[src/rtl/rsg_pkg.sv]
package rsg_pkg;

  // Number of clock cycles between read strobes for rate code k.
  function automatic int unsigned strobe_period(input int unsigned code);
    return 32'd1 << (code + 1);
  endfunction

endpackage

[src/rtl/rsg_counter.sv]
module rsg_counter #(
  parameter int CNT_W = 8
) (
  input  logic             clk,
  input  logic             clr,
  output logic [CNT_W-1:0] cnt
);

  always_ff @(posedge clk) begin
    if (clr) cnt <= '0;
    else     cnt <= cnt + 1'b1;
  end

endmodule

[src/rtl/rsg_fall_detect.sv]
module rsg_fall_detect #(
  parameter int CNT_W = 8
) (
  input  logic             clk,
  input  logic             clr,
  input  logic [CNT_W-1:0] cnt,
  output logic [CNT_W-1:0] fall
);

  logic [CNT_W-1:0] prev;

  for (genvar b = 0; b < CNT_W; b++) begin : g_bit
    always_ff @(posedge clk) begin
      if (clr) prev[b] <= 1'b0;
      else     prev[b] <= cnt[b];
    end
    assign fall[b] = prev[b] & ~cnt[b];
  end

endmodule

[src/rtl/rsg_select.sv]
module rsg_select #(
  parameter int CNT_W = 8,
  parameter int SEL_W = 3
) (
  input  logic [CNT_W-1:0] fall,
  input  logic [SEL_W-1:0] sel,
  output logic             pick
);

  localparam int NCODE = 1 << SEL_W;

  logic [NCODE-1:0] cand;

  for (genvar i = 0; i < NCODE; i++) begin : g_cand
    if (i < CNT_W) begin : g_live
      assign cand[i] = fall[i];
    end else begin : g_dead
      assign cand[i] = 1'b0;
    end
  end

  assign pick = cand[sel];

endmodule

[src/rtl/rate_strobe_gen.sv]
module rate_strobe_gen #(
  parameter int CNT_W = 8,
  parameter int SEL_W = 3
) (
  input  logic             clk,
  input  logic             rst,
  input  logic [SEL_W-1:0] rate_sel,
  output logic             rd_strobe,
  output logic             new_sample
);
  import rsg_pkg::*;

  localparam int GAP_W = CNT_W + 2;

  logic [SEL_W-1:0] sel_q;
  logic             sel_chg;
  logic             restart;
  logic [CNT_W-1:0] cnt;
  logic [CNT_W-1:0] fall;
  logic             pick;

  // Rate code seen at the previous edge; a difference is a change event.
  always_ff @(posedge clk) sel_q <= rate_sel;

  assign sel_chg = !rst && (rate_sel != sel_q);
  assign restart = rst | sel_chg;

  rsg_counter #(.CNT_W(CNT_W)) u_cnt (
    .clk (clk),
    .clr (restart),
    .cnt (cnt)
  );

  rsg_fall_detect #(.CNT_W(CNT_W)) u_fall (
    .clk  (clk),
    .clr  (restart),
    .cnt  (cnt),
    .fall (fall)
  );

  rsg_select #(.CNT_W(CNT_W), .SEL_W(SEL_W)) u_sel (
    .fall (fall),
    .sel  (sel_q),
    .pick (pick)
  );

  assign rd_strobe = pick & ~restart;

  always_ff @(posedge clk) begin
    if (rst) new_sample <= 1'b0;
    else     new_sample <= rd_strobe;
  end

  // Cycles since last restart or strobe, kept for the cadence assertions.
  logic [GAP_W-1:0] gap;
  logic [GAP_W-1:0] per_now;

  always_ff @(posedge clk) begin
    if (restart)        gap <= '0;
    else if (rd_strobe) gap <= GAP_W'(1);
    else                gap <= gap + 1'b1;
  end

  assign per_now = GAP_W'(strobe_period(32'(sel_q)));

  assert_period_R2: assert property (@(posedge clk) disable iff (rst)
    rd_strobe |-> (gap == per_now));

  assert_no_miss_R2: assert property (@(posedge clk) disable iff (rst)
    gap <= per_now);

  assert_one_cycle_R3: assert property (@(posedge clk) disable iff (rst)
    rd_strobe |=> !rd_strobe);

  assert_quiet_after_restart_R4: assert property (@(posedge clk) disable iff (rst)
    restart |=> !rd_strobe);

  assert_flag_delay_R6: assert property (@(posedge clk) disable iff (rst)
    new_sample == $past(rd_strobe));

endmodule

[config.mk]
export PLATFORM = sky130hd
export DESIGN_NAME = rate_strobe_gen
export DESIGN_NICKNAME = d
export VERILOG_FILES = /design/src/rtl/rsg_pkg.sv /design/src/rtl/rsg_counter.sv /design/src/rtl/rsg_fall_detect.sv /design/src/rtl/rsg_select.sv /design/src/rtl/rate_strobe_gen.sv
export SDC_FILE = /design/constraint.sdc
export NUM_CORES = 1
export LEC_CHECK = 0
export BUFFER_PORTS_ARGS = -buffer_cell sky130_fd_sc_hd__buf_4
export CAP_MARGIN = 20
export CELL_PAD_IN_SITES_DETAIL_PLACEMENT = 1
export CELL_PAD_IN_SITES_GLOBAL_PLACEMENT = 1
export CORE_MARGIN = 1
export CORE_UTILIZATION = 39
export CTS_CLUSTER_DIAMETER = 50
export DETAILED_ROUTE_END_ITERATION = 10
export HOLD_SLACK_MARGIN = 0.15
export PLACE_DENSITY = 0.69
export SYNTH_ARGS = -nofsm -noshare
export SYNTH_HDL_FRONTEND = slang
export SYNTH_HIERARCHICAL = 1
export SYNTH_SLANG_ARGS = --single-unit
[constraint.sdc]
create_clock -name clk -period 1.64 [get_ports clk]
set_clock_uncertainty 0.1 [all_clocks]
set_input_delay 0.328 -clock clk [delete_from_list [all_inputs] [get_ports clk]]
set_output_delay 0.328 -clock clk [all_outputs]
set_load 0.02 [all_outputs]
# --- After elaboration in Yosys (flattened, before gate mapping) ---
# Cells that the tools add are included.
op_classes:
  magnitude_cmp: 1
  reduce_logical: 2
  n_eq_ne: 1
  muxes: 2
  addsub: 1
  bitwise_logic: 19
ops:
  columns: ["cell", "count"]
  rows:
  - ["$and 1x1->1", 9]
  - ["$not 1->1", 9]
  - ["$add 8x1->8 const B", 1]
  - ["$lt 3x4->1 const B", 1]
  - ["$bmux 1 s3", 1]
  - ["$ne 3x3->1", 1]
  - ["$logic_and 1x1->1", 1]
  - ["$logic_not 1->1", 1]
  - ["$mux 1", 1]
  - ["$or 1x1->1", 1]
word_totals:
  input_bits: 5
  output_inout_bits: 2
  reg_bits: 20

# --- Depth between registers and ports, before layout ---
depth:
  depth_word: 5
  mapped_depth: 5
  ltp_nobuf: 5

# --- Cells and area by module ---
# The synthesis kept the hierarchy.
modules_own_cells:
  columns: ["module", "cells_per_inst", "seq_area_each_um2", "n_inst", "area_each_um2"]
  rows:
  - ["rsg_counter", 33, 160.2, 1, 304.0]
  - ["rsg_fall_detect", 24, 160.2, 1, 260.2]
  - ["rate_strobe_gen", 11, 80.1, 1, 132.6]
  - ["rsg_select", 3, 0.0, 1, 63.8]

# --- Worst setup path after synthesis ---
# OpenSTA, ideal clock, no wires.
synth_timing:
  path_kind: "reg-to-output"
  start: "reg sel_q[0]"
  end: "out rd_strobe"
  arrival_ns: 1.458
  n_path_buf: 0
  slack_ns: -0.246
  path_stages_with_launch: 5
  cell_sequence: "dfxtp_1 > mux4_1 > mux2_2 > nand2b_1 > nor4_1"
synth_between:
  word_cells_on_any_way: 7
synth_rtl:
  columns: ["element", "line_no", "source"]
  rows:
  - ["start, declared", "rate_strobe_gen.sv:15", "logic [SEL_W-1:0] sel_q;"]
  - ["start signal, assigned", "rate_strobe_gen.sv:23", "always_ff @(posedge clk) sel_q <= rate_sel;"]
  - ["$bmux 1 s3", "rsg_select.sv:22", "assign pick = cand[sel];"]
  - ["$mux 1 (not written as such)", "rsg_select.sv:22", null]
  - ["named net pick", "rate_strobe_gen.sv:20", "logic pick;"]
  - ["$and 1x1->1", "rate_strobe_gen.sv:47", "assign rd_strobe = pick & ~restart;"]
  - ["end, declared", "rate_strobe_gen.sv:8", "output logic rd_strobe,"]
# The timed path passes the listed nets, and every way through them passes these cells. The select of a mux whose other input is x is not followed.

# --- Worst setup path after layout ---
layout_timing:
  start: "reg u_fall.prev[5]"
  end: "out rd_strobe"
layout_between:
  elab_chain_cells: 4
layout_rtl:
  columns: ["element", "line_no", "source"]
  rows:
  - ["start, declared", "rsg_fall_detect.sv:10", "logic [CNT_W-1:0] prev;"]
  - ["start signal, assigned by index", "rsg_fall_detect.sv:15", "else prev[b] <= cnt[b];"]
  - ["$and 1x1->1", "rsg_fall_detect.sv:17", "assign fall[b] = prev[b] & ~cnt[b];"]
  - ["named net fall[5]", "rate_strobe_gen.sv:19", "logic [CNT_W-1:0] fall;"]
  - ["$bmux 1 s3", "rsg_select.sv:22", null]
  - ["$mux 1 (not written as such)", "rsg_select.sv:22", null]
  - ["named net pick", "rate_strobe_gen.sv:20", null]
  - ["$and 1x1->1", "rate_strobe_gen.sv:47", null]
# The timed path passes the listed nets, and every way through them passes these cells. The select of a mux whose other input is x is not followed.

==> impl_results.md <==
- Number of antenna cells inserted: 0
- Kind of critical path: flip-flop to output port
- Post-Syn Area: 761 um2
- Portion of total power attributed to sequential cells: 57.5%
- Combinational fraction of design power: 7.5%
- Starting utilization of the core area: 42.7%
- Buffer levels on the longest clock path: 2
- Most frequent standard cell in the layout excluding fill and tap cells: sky130_fd_sc_hd__buf_4
- Maximum number of pins on one net before global-route repair: 12
- Synthesis-to-layout area growth: 47.4%
- Htree depth: 1
- Row count: 15
- Yosys warning count: 6
- Worst-margin pin slew: 0.410 ns
- Wire length of the first global-routing pass: 2820 um
- Routed Antenna Nets: 0
- Top Usage Layer GRT: met2
- Critical path arrival: 1.82 ns
- Sw power: 0.204 mW
- Number of standard cells after synthesis: 71
- TritonCTS clock tree: yes
- Filler cell count in the final layout: 185
- Average vias per placed instance: 4.80
- Clock group share of total power: 35.0%
- Setup crit end kind: output port
- Setup repair after global routing missed its margin: true
- Pint: 0.659 mW
- Commonest cells after routing, fill and taps aside: sky130_fd_sc_hd__buf_4 (16), sky130_fd_sc_hd__nor2b_1 (12), sky130_fd_sc_hd__dfxtp_1 (11)
- Congestion Overflow GR: 0
- Period utilization: 137%
- Count of buffers from port buffering: 6
- Share of the yosys chip area belonging to registers: 52.6%
- Via count of the first global-routing pass: 616
- Wire length per cell: 16.4 um
- Met1 layer usage reported by global route: 22.1%
- Total clock sinks: 20
- Number of buffers created by CTS: 3
- Core footprint: 1780 um2
- Overall Global Routing Usage: 20.3%
- Setup-violating endpoint count in the final report: 7
- Largest fanout of any net on the critical path: 2
- Post-layout utilization of the core: 62.9%
- Clk slew on worst S/H paths: 0.12 ns
- Global-route met3 utilization: 5.10%
- Max Fclk: 445 MHz
- Synth Register Bits: 20
- Number of nets in the final layout: 103
- Hold WS: 0.287 ns
- Slew Limit Headroom: 72.6%
- Full die area: 2130 um2
- Static Leakage: 0.419 nW
- Worst Hold Class: primary input to flip-flop
- Largest vdd supply drop: 0.000432 V
- Number of DRC markers after the initial detailed-route iteration: 5
- Fraction of final layout cells sized beyond drive strength 1: 53.1%
- Die width: 46.2 um
- Post-layout worst setup margin: -0.609 ns
- P per Cell Area: 770 nW/um2
- Critical path's slowest cell: sky130_fd_sc_hd__mux4_2
- Number of antenna violations at the first check in global routing: 0
- Startpoint Class: flip-flop
- Gp weighted congestion: 0.690
- Hold Vio Cnt, Final: 0
- I/O pin count: 7
- Final Instance Area: 1120 um2
- Synthesized netlist net count: 77
- Floorplan die height: 46.2 um
- Drt total wl: 1990 um
- Switching portion of total power: 23.6%
- TritonRoute pass-1 iters: 3
- Avg Inst Size Synth: 10.7 um2
- Root Buffer Master: sky130_fd_sc_hd__clkbuf_4
- Detailed Place HPWL: 1160 um
- Count of max-cap constraint violations: 0
- Number of max-slew violations in the final report: 0
- Remaining DRCs: 0
- Clock latency on the worst-skew pair: 0.31 ns
- DP Area: 958 um2
- Violated checks: setup timing
- Yosys cell types: 20
- Slowest cell delay on critical path: 0.47 ns
- Total via count after detailed routing: 581
- Met2 Resource Use GR: 36.6%
- Minimum clock period after layout: 2.25 ns
- Required time of the critical path: 1.21 ns
- Cell-by-cell trace of the critical path: nor2b_4, mux4_2, mux2_4, nand2b_4, nor4_4, buf_4
- Status: finished, violations left
-- what timing repair did --
action | CTS | global route
hold endpoints to repair | 3 | 0
gates resized for setup | 5 | 21
setup endpoints to repair | 17 | 18
hold buffers | 3 | 0
gates cloned | 0 | 0
buffers inserted | 0 | 0
-- routing by layer --
metal / vias to the layer above / routed length (um) / share of wire (%)
li1: 290 / - / -
met1: 282 / 834 / 42
met2: 7 / 1090 / 55
met3: 2 / 46 / 2.3
met4: 0 / 17 / 0.86
met5: - / 0 / 0
-- critical path: cells and delay by family (launching register included) --
family                 cells  cell delay, ns
multiplexers               2            0.77
flip-flops                 1            0.34
AND/OR/NAND/NOR            3            0.23
buffers and inverters      1            0.17
-- final cells by class --
type,count,area [um2],share of cell area [%]
Clock buffer,4,36.3,3.24
Inverter,1,3.75,0.335
Multi-Input combinational cell,49,445,39.7
Sequential cell,20,417,37.2
Tap cell,25,31.3,2.79
Timing Repair Buffer,22,188,16.7
-- power groups by stage --
stage / logic [mW] / clock network [mW] / registers (mW)
after floorplan: 0.0210 / 0 / 0.508
after global placement: 0.0428 / 0 / 0.507
after detailed placement: 0.0437 / 0 / 0.508
after CTS: 0.0498 / 0.297 / 0.497
after global routing: 0.0690 / 0.328 / 0.497
final: 0.0651 / 0.302 / 0.496
-- sequential cells by signal, indices dropped and copies added, names as in the netlist --
| name | count |
|---|---|
| u_cnt/cnt | 8 |
| u_fall/prev | 8 |
| new_sample | 1 |
| sel_q | 3 |
-- metrics by stage --
| stage | TNS (ns) | instances | total power, mW | setup WS, ns |
|---|---|---|---|---|
| 4_1_cts | -1.51 | 121 | 0.843 | -0.571 |
| 5_1_grt | -1.21 | 121 | 0.894 | -0.657 |
| 6_report | -0.709 | 121 | 0.863 | -0.609 |
| 2_1_floorplan | -0.0334 | 71 | 0.529 | -0.0334 |
| 3_3_place_gp | -0.551 | 114 | 0.550 | -0.209 |
| 3_5_place_dp | -0.705 | 114 | 0.551 | -0.231 |
-- cells in the mapped netlist --
library cell	instances	area [um2]
sky130_fd_sc_hd__a21oi_1	3	15.0
sky130_fd_sc_hd__nand2_1	1	3.75
sky130_fd_sc_hd__and3_2	1	7.51
sky130_fd_sc_hd__xor2_1	4	35.0
sky130_fd_sc_hd__nor2_1	4	15.0
sky130_fd_sc_hd__nor4_1	2	12.5
sky130_fd_sc_hd__clkbuf_1	1	3.75
sky130_fd_sc_hd__mux4_1	2	52.6
sky130_fd_sc_hd__xnor2_1	2	17.5
sky130_fd_sc_hd__ha_1	1	12.5
sky130_fd_sc_hd__nand2b_1	1	6.26
sky130_fd_sc_hd__nor2b_1	17	106
sky130_fd_sc_hd__nand3_1	2	10.0
sky130_fd_sc_hd__mux2_2	1	11.3
sky130_fd_sc_hd__dfxtp_1	20	400
sky130_fd_sc_hd__or4_1	1	7.51
sky130_fd_sc_hd__inv_1	1	3.75
sky130_fd_sc_hd__nand4_1	1	6.26
sky130_fd_sc_hd__o21ai_0	3	15.0
sky130_fd_sc_hd__or3_1	3	18.8
-- path summary, 6_finish.rpt --
check	from	endpoint	slack, ns	cells past startpoint
min	rst	new_sample$_SDFF_PP0_	0.29	4
max reg2reg	sel_q[2]$_DFF_P_	u_fall/prev[3]$_SDFF_PP0_	-0.03	5
min reg2reg	u_cnt/cnt[0]$_SDFF_PP0_	u_cnt/cnt[0]$_SDFF_PP0_	0.45	2
max	u_fall/prev[5]$_SDFF_PP0_	rd_strobe	-0.61	6
-- cell families (layout without fill, tap and decap cells) --
family	after synthesis	after routing	synth area share (%)
compound gates	6	6	3.95
xor+xnor	6	6	6.91
fa+ha+maj	1	1	1.64
buf+inv	2	27	0.986
flops	20	20	52.6
mux	3	3	8.39
simple gates	33	33	25.5
Power figures use the tool's default switching activity.
